### src/rtl/hzfc_pkg.sv
package hzfc_pkg;

  // Sequencer states for the sort-and-publish cycle.
  typedef enum logic [1:0] {
    ST_IDLE  = 2'd0,
    ST_SORT  = 2'd1,
    ST_PUBL  = 2'd2
  } hzfc_state_e;

  // Default number of upstream neighbours used as reset threshold.
  localparam int unsigned HZFC_DEF_NUM_UP = 4;

endpackage

### src/rtl/hzfc_cmp_swap.sv
module hzfc_cmp_swap #(
  parameter int unsigned W = 32
) (
  input  logic [W-1:0] a_i,
  input  logic [W-1:0] b_i,
  output logic [W-1:0] lo_o,
  output logic [W-1:0] hi_o
);

  logic a_gt_b;

  always_comb begin
    a_gt_b = (a_i > b_i);
    lo_o   = a_gt_b ? b_i : a_i;
    hi_o   = a_gt_b ? a_i : b_i;
  end

endmodule

### src/rtl/hzfc_oe_pass.sv
// One pass of odd-even transposition: even phase pairs (0,1),(2,3)...,
// odd phase pairs (1,2),(3,4)... with the end elements passed through.
module hzfc_oe_pass #(
  parameter int unsigned NCH = 16,
  parameter int unsigned HW  = 32
) (
  input  logic [NCH*HW-1:0] vec_i,
  input  logic              odd_i,
  output logic [NCH*HW-1:0] vec_o
);

  localparam int unsigned NPAIR_EV = NCH / 2;
  localparam int unsigned NPAIR_OD = NCH / 2 - 1;

  logic [NCH*HW-1:0] ev_vec;
  logic [NCH*HW-1:0] od_vec;

  genvar g;
  generate
    for (g = 0; g < NPAIR_EV; g++) begin : g_even
      hzfc_cmp_swap #(.W(HW)) u_cs (
        .a_i  (vec_i[(2*g)*HW +: HW]),
        .b_i  (vec_i[(2*g+1)*HW +: HW]),
        .lo_o (ev_vec[(2*g)*HW +: HW]),
        .hi_o (ev_vec[(2*g+1)*HW +: HW])
      );
    end

    for (g = 0; g < NPAIR_OD; g++) begin : g_odd
      hzfc_cmp_swap #(.W(HW)) u_cs (
        .a_i  (vec_i[(2*g+1)*HW +: HW]),
        .b_i  (vec_i[(2*g+2)*HW +: HW]),
        .lo_o (od_vec[(2*g+1)*HW +: HW]),
        .hi_o (od_vec[(2*g+2)*HW +: HW])
      );
    end
  endgenerate

  assign od_vec[0 +: HW]             = vec_i[0 +: HW];
  assign od_vec[(NCH-1)*HW +: HW]    = vec_i[(NCH-1)*HW +: HW];

  assign vec_o = odd_i ? od_vec : ev_vec;

endmodule

### src/rtl/hzfc_seq_ctrl.sv
module hzfc_seq_ctrl
  import hzfc_pkg::*;
#(
  parameter int unsigned NCH = 16
) (
  input  logic clk_i,
  input  logic rst_ni,
  input  logic change_i,
  output logic load_o,
  output logic pass_o,
  output logic odd_o,
  output logic publish_o,
  output logic busy_o
);

  localparam int unsigned CW = $clog2(NCH);
  localparam logic [CW-1:0] LAST_PASS = CW'(NCH - 1);

  hzfc_state_e     state_q, state_d;
  logic [CW-1:0]   cnt_q, cnt_d;
  logic            pend_q, pend_d;

  always_comb begin
    state_d   = state_q;
    cnt_d     = cnt_q;
    pend_d    = pend_q;
    load_o    = 1'b0;
    pass_o    = 1'b0;
    publish_o = 1'b0;
    unique case (state_q)
      ST_IDLE: begin
        if (change_i) begin
          load_o  = 1'b1;
          cnt_d   = '0;
          state_d = ST_SORT;
        end
      end
      ST_SORT: begin
        pass_o = 1'b1;
        if (change_i) pend_d = 1'b1;
        if (cnt_q == LAST_PASS) begin
          state_d = ST_PUBL;
        end else begin
          cnt_d = cnt_q + 1'b1;
        end
      end
      ST_PUBL: begin
        publish_o = 1'b1;
        if (pend_q || change_i) begin
          load_o  = 1'b1;
          cnt_d   = '0;
          pend_d  = 1'b0;
          state_d = ST_SORT;
        end else begin
          state_d = ST_IDLE;
        end
      end
      default: state_d = ST_IDLE;
    endcase
  end

  always_ff @(posedge clk_i or negedge rst_ni) begin
    if (!rst_ni) begin
      state_q <= ST_IDLE;
      cnt_q   <= '0;
      pend_q  <= 1'b0;
    end else begin
      state_q <= state_d;
      cnt_q   <= cnt_d;
      pend_q  <= pend_d;
    end
  end

  assign odd_o  = cnt_q[0];
  assign busy_o = (state_q != ST_IDLE);

endmodule

### src/rtl/hzfc_credit_gen.sv
module hzfc_credit_gen
  import hzfc_pkg::*;
#(
  parameter int unsigned NCH    = 16,
  parameter int unsigned HW     = 32,
  parameter int unsigned TW     = $clog2(NCH + 1),
  parameter int unsigned NUM_UP = HZFC_DEF_NUM_UP
) (
  input  logic              clk_i,
  input  logic              rst_ni,
  input  logic [NCH*HW-1:0] horizons_i,
  input  logic              thr_wr_i,
  input  logic [TW-1:0]     thr_wdata_i,
  output logic [HW-1:0]     credit_time_o,
  output logic              done_o,
  output logic              busy_o
);

  localparam int unsigned IW = $clog2(NCH);
  localparam logic [IW-1:0] MAX_IDX = IW'(NCH - 1);

  logic [NCH*HW-1:0] seen_q;
  logic [NCH*HW-1:0] work_q, work_d, pass_vec;
  logic [TW-1:0]     thr_q, thr_d, thr_use_q, thr_use_d;
  logic [HW-1:0]     credit_q, credit_d;
  logic              done_q;
  logic              change, load, pass_en, odd_ph, publish;
  logic [IW-1:0]     sel_idx;

  // A change is a differing horizon vector or any threshold write.
  assign change = (horizons_i != seen_q) || thr_wr_i;

  hzfc_seq_ctrl #(.NCH(NCH)) u_ctrl (
    .clk_i     (clk_i),
    .rst_ni    (rst_ni),
    .change_i  (change),
    .load_o    (load),
    .pass_o    (pass_en),
    .odd_o     (odd_ph),
    .publish_o (publish),
    .busy_o    (busy_o)
  );

  hzfc_oe_pass #(.NCH(NCH), .HW(HW)) u_pass (
    .vec_i (work_q),
    .odd_i (odd_ph),
    .vec_o (pass_vec)
  );

  // Next-state logic.
  always_comb begin
    thr_d     = thr_wr_i ? thr_wdata_i : thr_q;
    thr_use_d = load ? thr_d : thr_use_q;
    if (load) begin
      work_d = horizons_i;
    end else if (pass_en) begin
      work_d = pass_vec;
    end else begin
      work_d = work_q;
    end
    if ((thr_use_q == '0) || (thr_use_q > TW'(NCH))) begin
      sel_idx = MAX_IDX;
    end else begin
      sel_idx = IW'(thr_use_q - 1'b1);
    end
    credit_d = publish ? work_q[sel_idx*HW +: HW] : credit_q;
  end

  // Registers.
  always_ff @(posedge clk_i or negedge rst_ni) begin
    if (!rst_ni) begin
      seen_q    <= '0;
      work_q    <= '0;
      thr_q     <= TW'(NUM_UP);
      thr_use_q <= TW'(NUM_UP);
      credit_q  <= '0;
      done_q    <= 1'b0;
    end else begin
      if (change)            seen_q    <= horizons_i;
      if (load || pass_en)   work_q    <= work_d;
      if (thr_wr_i)          thr_q     <= thr_d;
      if (load)              thr_use_q <= thr_use_d;
      if (publish)           credit_q  <= credit_d;
      done_q <= publish;
    end
  end

  assign credit_time_o = credit_q;
  assign done_o        = done_q;

endmodule

### config.mk
export PLATFORM = sky130hd
export DESIGN_NAME = hzfc_credit_gen
export DESIGN_NICKNAME = d
export VERILOG_FILES = /design/src/rtl/hzfc_pkg.sv /design/src/rtl/hzfc_cmp_swap.sv /design/src/rtl/hzfc_oe_pass.sv /design/src/rtl/hzfc_seq_ctrl.sv /design/src/rtl/hzfc_credit_gen.sv
export SDC_FILE = /design/constraint.sdc
export NUM_CORES = 2
export LEC_CHECK = 0
export BUFFER_PORTS_ARGS = -buffer_cell sky130_fd_sc_hd__buf_2
export CAP_MARGIN = 10
export CORE_UTILIZATION = 50
export CTS_BUF_LIST = sky130_fd_sc_hd__clkbuf_16
export CTS_CLUSTER_SIZE = 28
export DETAILED_ROUTE_END_ITERATION = 12
export PLACE_DENSITY = 0.64
export SLEW_MARGIN = 5
export SYNTH_ARGS = -nofsm -noshare
export SYNTH_HDL_FRONTEND = slang
export SYNTH_HIERARCHICAL = 1
export SYNTH_SLANG_ARGS = --single-unit
### constraint.sdc
create_clock -name clk_i -period 6.37 [get_ports clk_i]
set_clock_uncertainty 0.2 [all_clocks]
set_input_delay 0.3185 -clock clk_i [delete_from_list [all_inputs] [get_ports clk_i]]
set_output_delay 0.3185 -clock clk_i [all_outputs]
set_load 0.01 [all_outputs]
==> impl_metrics.tcl <==
set metrics [dict create \
    place_congestion 1.11 \
    power.static_leakage_nw 47.1 \
    insertion_delay_ns 0.82 \
    critPathKind "reg2reg" \
    yosysSeqAreaShare_pct 32.5 \
    grt.total_usage_pct 50.1 \
    hp-start "horizons_i[397]" \
    cp.required_ns 6.84 \
    setup_viol 0 \
    root_buffer "clkbuf_16" \
    postSynthAreaPerCell_um2 9.67 \
    finalMaxSlewViolations 1 \
    rsz0062_at_grt "no" \
    synth_top_area_share_pct 32.5 \
    synth_area_leaders "dfrtp_1 32%, mux2_2 18%, ha_1 7.3%" \
    final.setup.tns_ns 0 \
    synthDistinctLibCells 66 \
    vias 74968 \
    synth-edff-count 0 \
    synth_largest_area_cell "dfrtp_1" \
    drc_errors 0 \
    htree_levels 4 \
    numPortBuffers 553 \
    whs_endpoint "seen_q[397]" \
    synthTopCellsByCount "1311 x mux2_2, 1072 x dfrtp_1, 790 x clkbuf_1" \
    grt_pass1_wl_um 581000 \
    rows 148 \
    cts_sinks 1074 \
    r2r-start "seen_q[451]" \
    rrSetupSlack_ns 1.15 \
    synthCells 8551 \
    holdPathStages 2 \
    detail_route.wl_per_cell_um 37.3 \
    period_share_pct 81.9 \
    numCtsBuffers 135 \
    viasPerCell 6.52 \
    first_pass_iters 8 \
    tightest_slew_ns 1.50 \
    ir_worst_vdd_mv 0.768 \
    yosys_warnings 6 \
    grt_antenna_before_repair 59 \
    yosysMostFrequentCell "mux2_2" \
    start_util_pct 50.6 \
    reg2reg_depth 15 \
    clockBufferDepth 3 \
    die_h_um 409 \
    chipWidth_um 409 \
    die_area_mm2 0.167 \
    synth_ff_type "dfrtp_1" \
    critPathMaxFanout 102 \
    fmax_mhz 192 \
    netlist_area_mm2 0.0827 \
    hold_viol 0 \
    syn2layout_area_growth_pct 17.5 \
    core_region_area_mm2 0.164 \
    drv_cap 1 \
    syn_nets 9553 \
    holdCritPathClass "in2reg" \
    r2r-end "work_q[361]" \
    grt_max_degree 156 \
    wirelength_um 429000 \
    nets 10191 \
    cts.clk_slew.worst_paths_ns 0.06 \
    p_per_area_mw_per_mm2 600 \
    status "finished, violations left" \
    synth-seq-cells 1074 \
    min_period_ns 5.22 \
    drive_gt1_share_pct 27.7 \
    n_fill_cell 13886 \
    postCtsResizedCells 0 \
    synthArstFlopShare_pct 100 \
    start_kind "register" \
    ios 554 \
    drtIter0Drc 9796 \
    postCtsHoldBufs 625 \
    crit_arrival_ns 5.68 \
    grt_pass1_vias 71381 \
    post-dp-hpwl_um 330000 \
    final_area_mm2 0.0971 \
    placed_area_mm2 0.0862 \
    end_kind "register" \
    violations "max-capacitance violations, max-slew violations" \
    ant_nets 0 \
    grt-ovfl-total 0 \
    postCtsSetupBuffers 0 \
    cts_tree "built" \
    max-slew-margin-rel_pct -0.0116 \
]
worst max-delay path, stage by stage (launching register included):
cell and delay [ns]:
dfrtp_1 0.37, xnor2_1 0.55, nand4_1 0.40, nor4_1 0.76, nand2_1 0.40, nor4_1 0.36, buf_4 0.17, nand3_1 0.08
or4b_1 0.65, a21oi_1 0.15, buf_4 0.15, nor2_4 0.04, buf_12 0.18, buf_12 0.29, nand2_1 0.14, o21ai_1 0.07
metrics by stage:
stage	setup slack [ns]	power [mW]	hold WS (ns)	utilization, %	std cells
6_report	1.15	58.2	0.0339	59.4	11506
5_1_grt	1.23	60.6	0.0249	59.3	11474
4_1_cts	1.34	56.8	0.0000128	59.3	11470
3_5_place_dp	1.08	48.1	0.212	52.7	10602
3_3_place_gp	0.938	47.2	0.205	52.7	10602
2_1_floorplan	2.42	37.8	-0.177	-	8551
layout by cell type (no fill, tap or decap), types with 99 or more instances in the layout:
cell type	count
ha_1	481
nand2_1	657
mux2_2	1311
buf_2	552
clkbuf_16	139
buf_4	230
mux2_4	150
nand4_1	156
xor2_1	153
o21ai_1	474
dlygate4sd3_1	624
mux2i_1	581
and3_1	127
xnor2_1	99
inv_1	710
o21ai_0	108
a21oi_1	418
nand3_1	179
dfrtp_1	1070
metal layers:
layer,vias up,global-route usage (%),part of all wire (%)
met5,-,1.01,0.098
li1,31347,-,-
met2,4829,70.4,41
met4,34,42.5,10
met3,1271,15.8,11
met1,37487,62.0,38
power by group:
part           switching (mW)  total (mW)  internal, mW
Clock                    3.41        8.25          4.84
Sequential               5.59        14.5          8.90
Combinational            17.4        35.5          18.1
cell families (layout without fill, tap and decap cells):
logic type                 count (synthesis)  after routing  share of synthesized area (%)
and+or+nand+nor                         1441           1441                           8.65
DFF                                     1074           1074                           32.5
buffers and inverters                   1673           2417                           8.93
other                                      0             36                              0
muxes                                   2122           2122                           28.7
AOI/OAI and AO/OA                       1504           1504                           11.2
xor gates and xnor gates                 255            255                           2.70
adders and majority gates                482            482                           7.30
registers in the layout, summed over array words and instances (netlist names):
signal	cells
u_ctrl/state_q	2
thr_q	5
credit_time_o	32
done_o	1
work_q	512
seen_q	512
thr_use_q	5
u_ctrl/pend_q	1
u_ctrl/cnt_q	4
how the worst max path moves through the flow:
stage | startpoint | slack [ns] | end
floorplan | seen_q[331] | 2.42 | work_q[501]
global placement | horizons_i[147] | 0.94 | work_q[225]
detailed placement | horizons_i[147] | 1.08 | work_q[225]
CTS | seen_q[147] | 1.34 | work_q[225]
global route | seen_q[494] | 1.23 | work_q[278]
finish | seen_q[451] | 1.15 | work_q[361]
layout make-up:
class	instances	area (um2)	share of cell area [%]
multi-input combinational	5804	48500	50.0
tap	2175	2720	2.80
timing repair buffer	1450	11600	12.0
clock buffer	139	3480	3.58
clock inverter	104	1070	1.11
inverter	724	2730	2.81
antenna	36	90.1	0.0928
sequential	1074	26900	27.7
Power figures use the tool's default switching activity.
